**src/rtl/pkt16_pkg.sv**
```systemverilog
// Shared types and CRC arithmetic for the half-word packet transmitter.
// Assumes byte-wide CRC updates in reflected bit order.
package pkt16_pkg;

    localparam int BYTE_W = 8;
    localparam int LANES  = 2;
    localparam int WORD_W = BYTE_W * LANES;
    localparam int CRC_W  = 32;

    localparam logic [CRC_W-1:0] CRC_SEED      = 32'hFFFF_FFFF;
    localparam logic [CRC_W-1:0] CRC_POLY_REFL = 32'hEDB8_8320;

    typedef enum logic [1:0] {
        ST_IDLE = 2'd0,
        ST_DATA = 2'd1,
        ST_FCS  = 2'd2
    } tx_state_t;

    // Fold one byte into a reflected CRC-32 register.
    function automatic logic [CRC_W-1:0] crc_fold_byte(
        input logic [CRC_W-1:0]  c_in,
        input logic [BYTE_W-1:0] b
    );
        logic [CRC_W-1:0] c;
        c = c_in ^ {{(CRC_W-BYTE_W){1'b0}}, b};
        for (int k = 0; k < BYTE_W; k++) begin
            c = c[0] ? ((c >> 1) ^ CRC_POLY_REFL) : (c >> 1);
        end
        return c;
    endfunction

endpackage

```
**src/rtl/pkt16_crc.sv**
```systemverilog
// Combinational CRC-32 step over one half-word: the low byte is always
// folded in, the high byte only when hi_en is set. Assumes the caller
// supplies the running (non-inverted) CRC register.
module pkt16_crc
    import pkt16_pkg::*;
(
    input  logic [CRC_W-1:0]  crc_in,
    input  logic [WORD_W-1:0] word,
    input  logic              hi_en,
    output logic [CRC_W-1:0]  crc_out
);

    logic [CRC_W-1:0] after_lo;

    // Fold the low lane, then optionally the high lane.
    always_comb begin
        after_lo = crc_fold_byte(crc_in, word[BYTE_W-1:0]);
        crc_out  = hi_en ? crc_fold_byte(after_lo, word[WORD_W-1:BYTE_W]) : after_lo;
    end

endmodule

```
**src/rtl/pkt16_fcs_mux.sv**
```systemverilog
// Selects the half-word of the final CRC that goes out on a CRC beat.
// Assumes the first CRC byte already left in the high lane of an odd tail
// when odd is set; beat 1 is the last CRC beat.
module pkt16_fcs_mux
    import pkt16_pkg::*;
(
    input  logic [CRC_W-1:0]  fcs,
    input  logic              odd,
    input  logic              beat,
    output logic [WORD_W-1:0] word,
    output logic              half
);

    // Map the remaining CRC bytes onto the two lanes, LSB first.
    always_comb begin
        unique case ({odd, beat})
            2'b00:   word = fcs[15:0];
            2'b01:   word = fcs[31:16];
            2'b10:   word = fcs[23:8];
            default: word = {{BYTE_W{1'b0}}, fcs[31:24]};
        endcase
        half = odd & beat;
    end

endmodule

```
**src/rtl/pkt16_gap.sv**
```systemverilog
// Inter-packet gap counter: load starts a countdown of IFG_CYCLES, and
// open is high once it has reached zero. Assumes load only at a frame end.
module pkt16_gap #(
    parameter int IFG_CYCLES = 3
) (
    input  logic clk,
    input  logic rst_n,
    input  logic load,
    output logic open
);

    localparam int CW = $clog2(IFG_CYCLES + 1);
    localparam logic [CW-1:0] LOAD_VAL = CW'(IFG_CYCLES);

    logic [CW-1:0] cnt;

    // Count down the idle cycles after each frame.
    always_ff @(posedge clk) begin
        if (!rst_n)            cnt <= '0;
        else if (load)         cnt <= LOAD_VAL;
        else if (cnt != '0)    cnt <= cnt - CW'(1);
    end

    assign open = (cnt == '0);

    // A new frame end can only come once the previous gap has run out.
    assert_no_reload_R9: assert property (@(posedge clk) disable iff (!rst_n)
        load |-> cnt == '0);

endmodule

```
**src/rtl/pkt16_tx.sv**
```systemverilog
// Half-word packet transmitter. Accepts two bytes per cycle from a source
// with valid/ready, registers each beat onto a 16-bit bus with frame,
// error and odd-tail controls, optionally appends CRC-32, and enforces an
// idle gap between packets. Assumes the source keeps in_valid high from
// the first to the last word of a packet.
module pkt16_tx
    import pkt16_pkg::*;
#(
    parameter int IFG_CYCLES = 3
) (
    input  logic              clk,
    input  logic              rst_n,
    input  logic              in_valid,
    output logic              in_ready,
    input  logic [WORD_W-1:0] in_data,
    input  logic              in_last,
    input  logic              in_odd,
    input  logic              in_crc_en,
    input  logic              in_err,
    output logic [WORD_W-1:0] tx_data,
    output logic [2:0]        tx_ctl
);

    tx_state_t         state;
    logic [CRC_W-1:0]  crc_q, fcs_q;
    logic              crc_en_q, odd_q, beat_q, err_q;
    logic              gap_open, gap_load, accept, hi_en, crc_en_eff, err_now;
    logic [CRC_W-1:0]  crc_base, crc_nxt, fcs_now;
    logic [WORD_W-1:0] fcs_word;
    logic              fcs_half;

    // Handshake and per-word decode.
    always_comb begin
        in_ready   = ((state == ST_IDLE) && gap_open) || (state == ST_DATA);
        accept     = in_valid && in_ready;
        hi_en      = !(in_last && in_odd);
        crc_en_eff = (state == ST_IDLE) ? in_crc_en : crc_en_q;
        crc_base   = (state == ST_IDLE) ? CRC_SEED : crc_q;
        err_now    = err_q || in_err;
        fcs_now    = ~crc_nxt;
        gap_load   = (accept && in_last && !crc_en_eff) ||
                     ((state == ST_FCS) && beat_q);
    end

    pkt16_crc u_crc (
        .crc_in  (crc_base),
        .word    (in_data),
        .hi_en   (hi_en),
        .crc_out (crc_nxt)
    );

    pkt16_fcs_mux u_fcs_mux (
        .fcs  (fcs_q),
        .odd  (odd_q),
        .beat (beat_q),
        .word (fcs_word),
        .half (fcs_half)
    );

    pkt16_gap #(.IFG_CYCLES(IFG_CYCLES)) u_gap (
        .clk   (clk),
        .rst_n (rst_n),
        .load  (gap_load),
        .open  (gap_open)
    );

    // Sequencer and output beat register.
    always_ff @(posedge clk) begin
        if (!rst_n) begin
            state    <= ST_IDLE;
            crc_q    <= CRC_SEED;
            fcs_q    <= '0;
            crc_en_q <= 1'b0;
            odd_q    <= 1'b0;
            beat_q   <= 1'b0;
            err_q    <= 1'b0;
            tx_data  <= '0;
            tx_ctl   <= '0;
        end else begin
            tx_data <= '0;
            tx_ctl  <= '0;
            if (accept) begin
                crc_q    <= crc_nxt;
                crc_en_q <= crc_en_eff;
                err_q    <= err_now;
                tx_ctl[0] <= 1'b1;
                tx_ctl[1] <= err_now;
                tx_data[BYTE_W-1:0] <= in_data[BYTE_W-1:0];
                if (hi_en)           tx_data[WORD_W-1:BYTE_W] <= in_data[WORD_W-1:BYTE_W];
                else if (crc_en_eff) tx_data[WORD_W-1:BYTE_W] <= fcs_now[BYTE_W-1:0];
                if (!in_last) begin
                    state <= ST_DATA;
                end else if (crc_en_eff) begin
                    state  <= ST_FCS;
                    fcs_q  <= fcs_now;
                    odd_q  <= !hi_en;
                    beat_q <= 1'b0;
                end else begin
                    state     <= ST_IDLE;
                    err_q     <= 1'b0;
                    tx_ctl[2] <= !hi_en;
                end
            end else if (state == ST_FCS) begin
                tx_data   <= fcs_word;
                tx_ctl[0] <= 1'b1;
                tx_ctl[1] <= err_q;
                tx_ctl[2] <= fcs_half;
                beat_q    <= 1'b1;
                if (beat_q) begin
                    state <= ST_IDLE;
                    err_q <= 1'b0;
                end
            end
        end
    end

    // Source must not gap inside a packet (frame continuity).
    assert_src_contig_R3: assert property (@(posedge clk) disable iff (!rst_n)
        (state == ST_DATA) |-> in_valid);

    // Error and odd-tail lines stay quiet outside a frame.
    assert_ctl_quiet_R8: assert property (@(posedge clk) disable iff (!rst_n)
        !tx_ctl[0] |-> (tx_ctl[2:1] == 2'b00));

    // Once raised, the error holds while the frame continues.
    assert_err_hold_R7: assert property (@(posedge clk) disable iff (!rst_n)
        tx_ctl[1] |=> (!tx_ctl[0] || tx_ctl[1]));

    // The odd-tail beat is always the final beat of its frame.
    assert_odd_last_R4: assert property (@(posedge clk) disable iff (!rst_n)
        tx_ctl[2] |=> !tx_ctl[0]);

    // No word is taken in the cycle right after a frame ends.
    assert_gap_closed_R9: assert property (@(posedge clk) disable iff (!rst_n)
        $fell(tx_ctl[0]) |-> !in_ready);

endmodule

```
**config.mk**
```make
export PLATFORM = sky130hd
export DESIGN_NAME = pkt16_tx
export DESIGN_NICKNAME = d
export VERILOG_FILES = /design/src/rtl/pkt16_pkg.sv /design/src/rtl/pkt16_crc.sv /design/src/rtl/pkt16_fcs_mux.sv /design/src/rtl/pkt16_gap.sv /design/src/rtl/pkt16_tx.sv
export SDC_FILE = /design/constraint.sdc
export NUM_CORES = 1
export LEC_CHECK = 0
export BUFFER_PORTS_ARGS = -buffer_cell sky130_fd_sc_hd__buf_2
export CAP_MARGIN = 5
export CORE_UTILIZATION = 29
export DETAILED_ROUTE_END_ITERATION = 6
export GPL_ROUTABILITY_DRIVEN = 0
export SLEW_MARGIN = 20
export SYNTH_ARGS = -nofsm -noshare
export SYNTH_HDL_FRONTEND = slang
export SYNTH_HIERARCHICAL = 1
export SYNTH_SLANG_ARGS = --single-unit
```
**constraint.sdc**
```tcl
create_clock -name clk -period 5.3 [get_ports clk]
set_clock_uncertainty 0.1 [all_clocks]
set_input_delay 0.53 -clock clk [delete_from_list [all_inputs] [get_ports clk]]
set_output_delay 0.53 -clock clk [all_outputs]
set_load 0.05 [all_outputs]
```
==> impl_metrics.toml <==
[clock_tree]
clk_path_buf_depth = 2
ctsHoldBuffers = 0
ctsResizeCount = 0
cts_sinks = 91
cts_tree = "yes"
ctsHtreeMaxLevel = 3
postCtsSetupBuffers = 0
path_clk_slew_ns = 0.07
cts_made_buffers = 9
clock_latency_ns = 0.36
root_buffer = "clkbuf_16"

[placement]
placedCellCount = 968
portBuffers = 42
dpl_worst_slack_ns = 1.17
hpwlAfterDp_microns = 11700

[critical_path]
start_kind = "flip-flop"
cp.arrival_ns = 4.35
reg2reg_depth = 11
r2r-start = "state[0]"
cp.required_ns = 5.48
end_kind = "flip-flop"
worstReg2RegEnd = "tx_data[12]"
crit_fanout = 20
worstSetupPathType = "reg2reg"
r2r_setup_slack_ns = 1.12

[synth]
synthTopCellsByArea = "dfxtp_1 30%, xnor2_1 13%, nand2_1 8.6%"
ys_warn_count = 6
yosys.area.top_type = "dfxtp_1"
ys_seq_area_share_pct = 29.9
synth.avg_cell_area_sq_um = 8.77
synthCells = 694
netlist.area_leader.share_pct = 29.9
async_flop_share_pct = 0
synth-main-ff-cell = "dfxtp_1"
ys_types = 43
syn-cell-area_sq_um = 6090
synth_edf_count = 0
syn-num-nets = 718
synth_seq_cells = 91

[worst_hold_path]
holdPathEnd = "tx_ctl[1]"
hp-class = "in2reg"
holdPathStages = 3
hold_path.startpoint = "in_err"

[grt]
grt_pass1_wl_microns = 26400
globalRouteOverflowTotal = 0
grt_antenna_before_repair = 0
grt_pass1_vias = 4593
grt_max_degree = 104
grt_usage_pct = 16.0

[route]
drc = 0
post_drt_via_cell_ratio = 4.79
drt-initial-drc-count = 274
num_vias = 4705
drt-total-wl_microns = 16500
ant_nets = 0
drt_pass1_iterations = 4
wl_per_cell_microns = 16.7

[outcome]
status = "finished clean"

[floorplan]
num_rows = 52
fp.coreArea_sq_um = 20400
start_util_pct = 29.8
fp.dieW_microns = 147
io_pins = 43
dieArea_sq_um = 21600
die_h_microns = 147

[sta]
rsz0062_at_grt = "no"
fin_tns_setup_ns = 0
fin_crit_ns = 4.18
slew_headroom_pct = 26.6
worst_pin_slew_ns = 1.10
setup_viol = 0
holdWs_ns = 0.343
drv_slew = 0
hold_violations = 0
post-route-period-util_pct = 78.8
max_freq_mhz = 239
postLayoutSetupSlackWorst_ns = 1.12

[job]
cap_violations = 0

[final_layout]
antenna_cells = 0
instances_no_fill = 983
nets = 733
area_growth_pct = 10.9
final_cell_mix = "139 x nand2_1, 91 x dfxtp_1, 91 x xnor2_1"
layout_commonest_cell = "nand2_1"
layout-drive-gt1-share_pct = 17.5
==> per-stage QoR <==
stage,cell area (sq um),utilization (%)
floorplan,6090,-
global placement,6460,31.6
detailed placement,6460,31.6
CTS,6750,33.0
global route,6750,33.0
finish,6750,33.0
==> how the worst max path moves through the flow <==
stage | from | end | slack (ns) | depth (start not counted)
final | state[0] | tx_data[12] | 1.12 | 11
after global routing | state[0] | tx_data[12] | 0.84 | 11
after CTS | state[0] | tx_data[12] | 1.14 | 11
after detailed placement | state[0] | tx_data[12] | 1.17 | 11
after global placement | state[0] | tx_data[12] | 1.22 | 11
after floorplan | state[0] | tx_data[12] | 1.75 | 12
==> synth_stat cells, types with 2 or more instances <==
master	n
nand2_1	140
dfxtp_1	91
xnor2_1	91
nand3_1	61
mux2i_1	35
or2_2	32
xor2_1	30
nand3b_1	27
a21oi_1	19
nor2_1	19
o21ai_0	18
clkbuf_1	17
buf_2	13
xnor3_1	10
buf_1	8
o2bb2ai_1	8
o311a_1	8
nor3_1	7
o211a_1	7
xnor2_2	7
buf_6	5
buf_4	4
nor2b_1	4
xnor2_4	4
inv_1	3
o21a_1	3
xor2_2	3
xor3_1	3
and2_1	2
xor2_4	2
==> cell families after synthesis <==
group | after synthesis | share of synthesized area (%)
XOR/XNOR | 151 | 28.1
AO/OA/AOI/OAI | 70 | 8.31
flip-flops | 91 | 29.9
AND/OR/NAND/NOR | 294 | 23.0
multiplexers | 36 | 5.94
adder cells (fa/ha/maj) | 1 | 0.206
buffers and inverters | 51 | 4.54
==> cell type report <==
cell class | instances | area, sq um
multi-input cells | 552 | 4000
fillers | 2132 | 13700
flip-flops and latches | 91 | 1820
repair buffers | 52 | 288
clock inverters | 5 | 53.8
clock buffers | 10 | 239
inverters | 3 | 11.3
well taps | 270 | 338
==> metal layers <==
layer  wire (microns)  track usage [%]
met5                0                0
met4              485             8.07
met3              681             2.11
met2             7430             25.3
met1             7860             21.4
==> critical path, stage by stage (launching register included) <==
cell and delay [ns]:
dfxtp_1 0.37, nor2_2 0.61, buf_4 0.32, or2_2 0.17, xnor2_1 0.18, xor2_1 0.67, xor2_1 0.50, xor2_2 0.32
xnor2_1 0.15, a21oi_1 0.13, o311a_1 0.37, nor3_1 0.18
==> registers in the layout (all words and copies together), names as in the netlist <==
signal	cells
state	2
tx_data	16
u_gap/cnt	2
fcs_q	32
odd_q	1
tx_ctl	3
crc_en_q	1
beat_q	1
err_q	1
crc_q	32
Power is not shown: default switching activity piles up to over one toggle a cycle in this logic, so the estimate is an artifact.
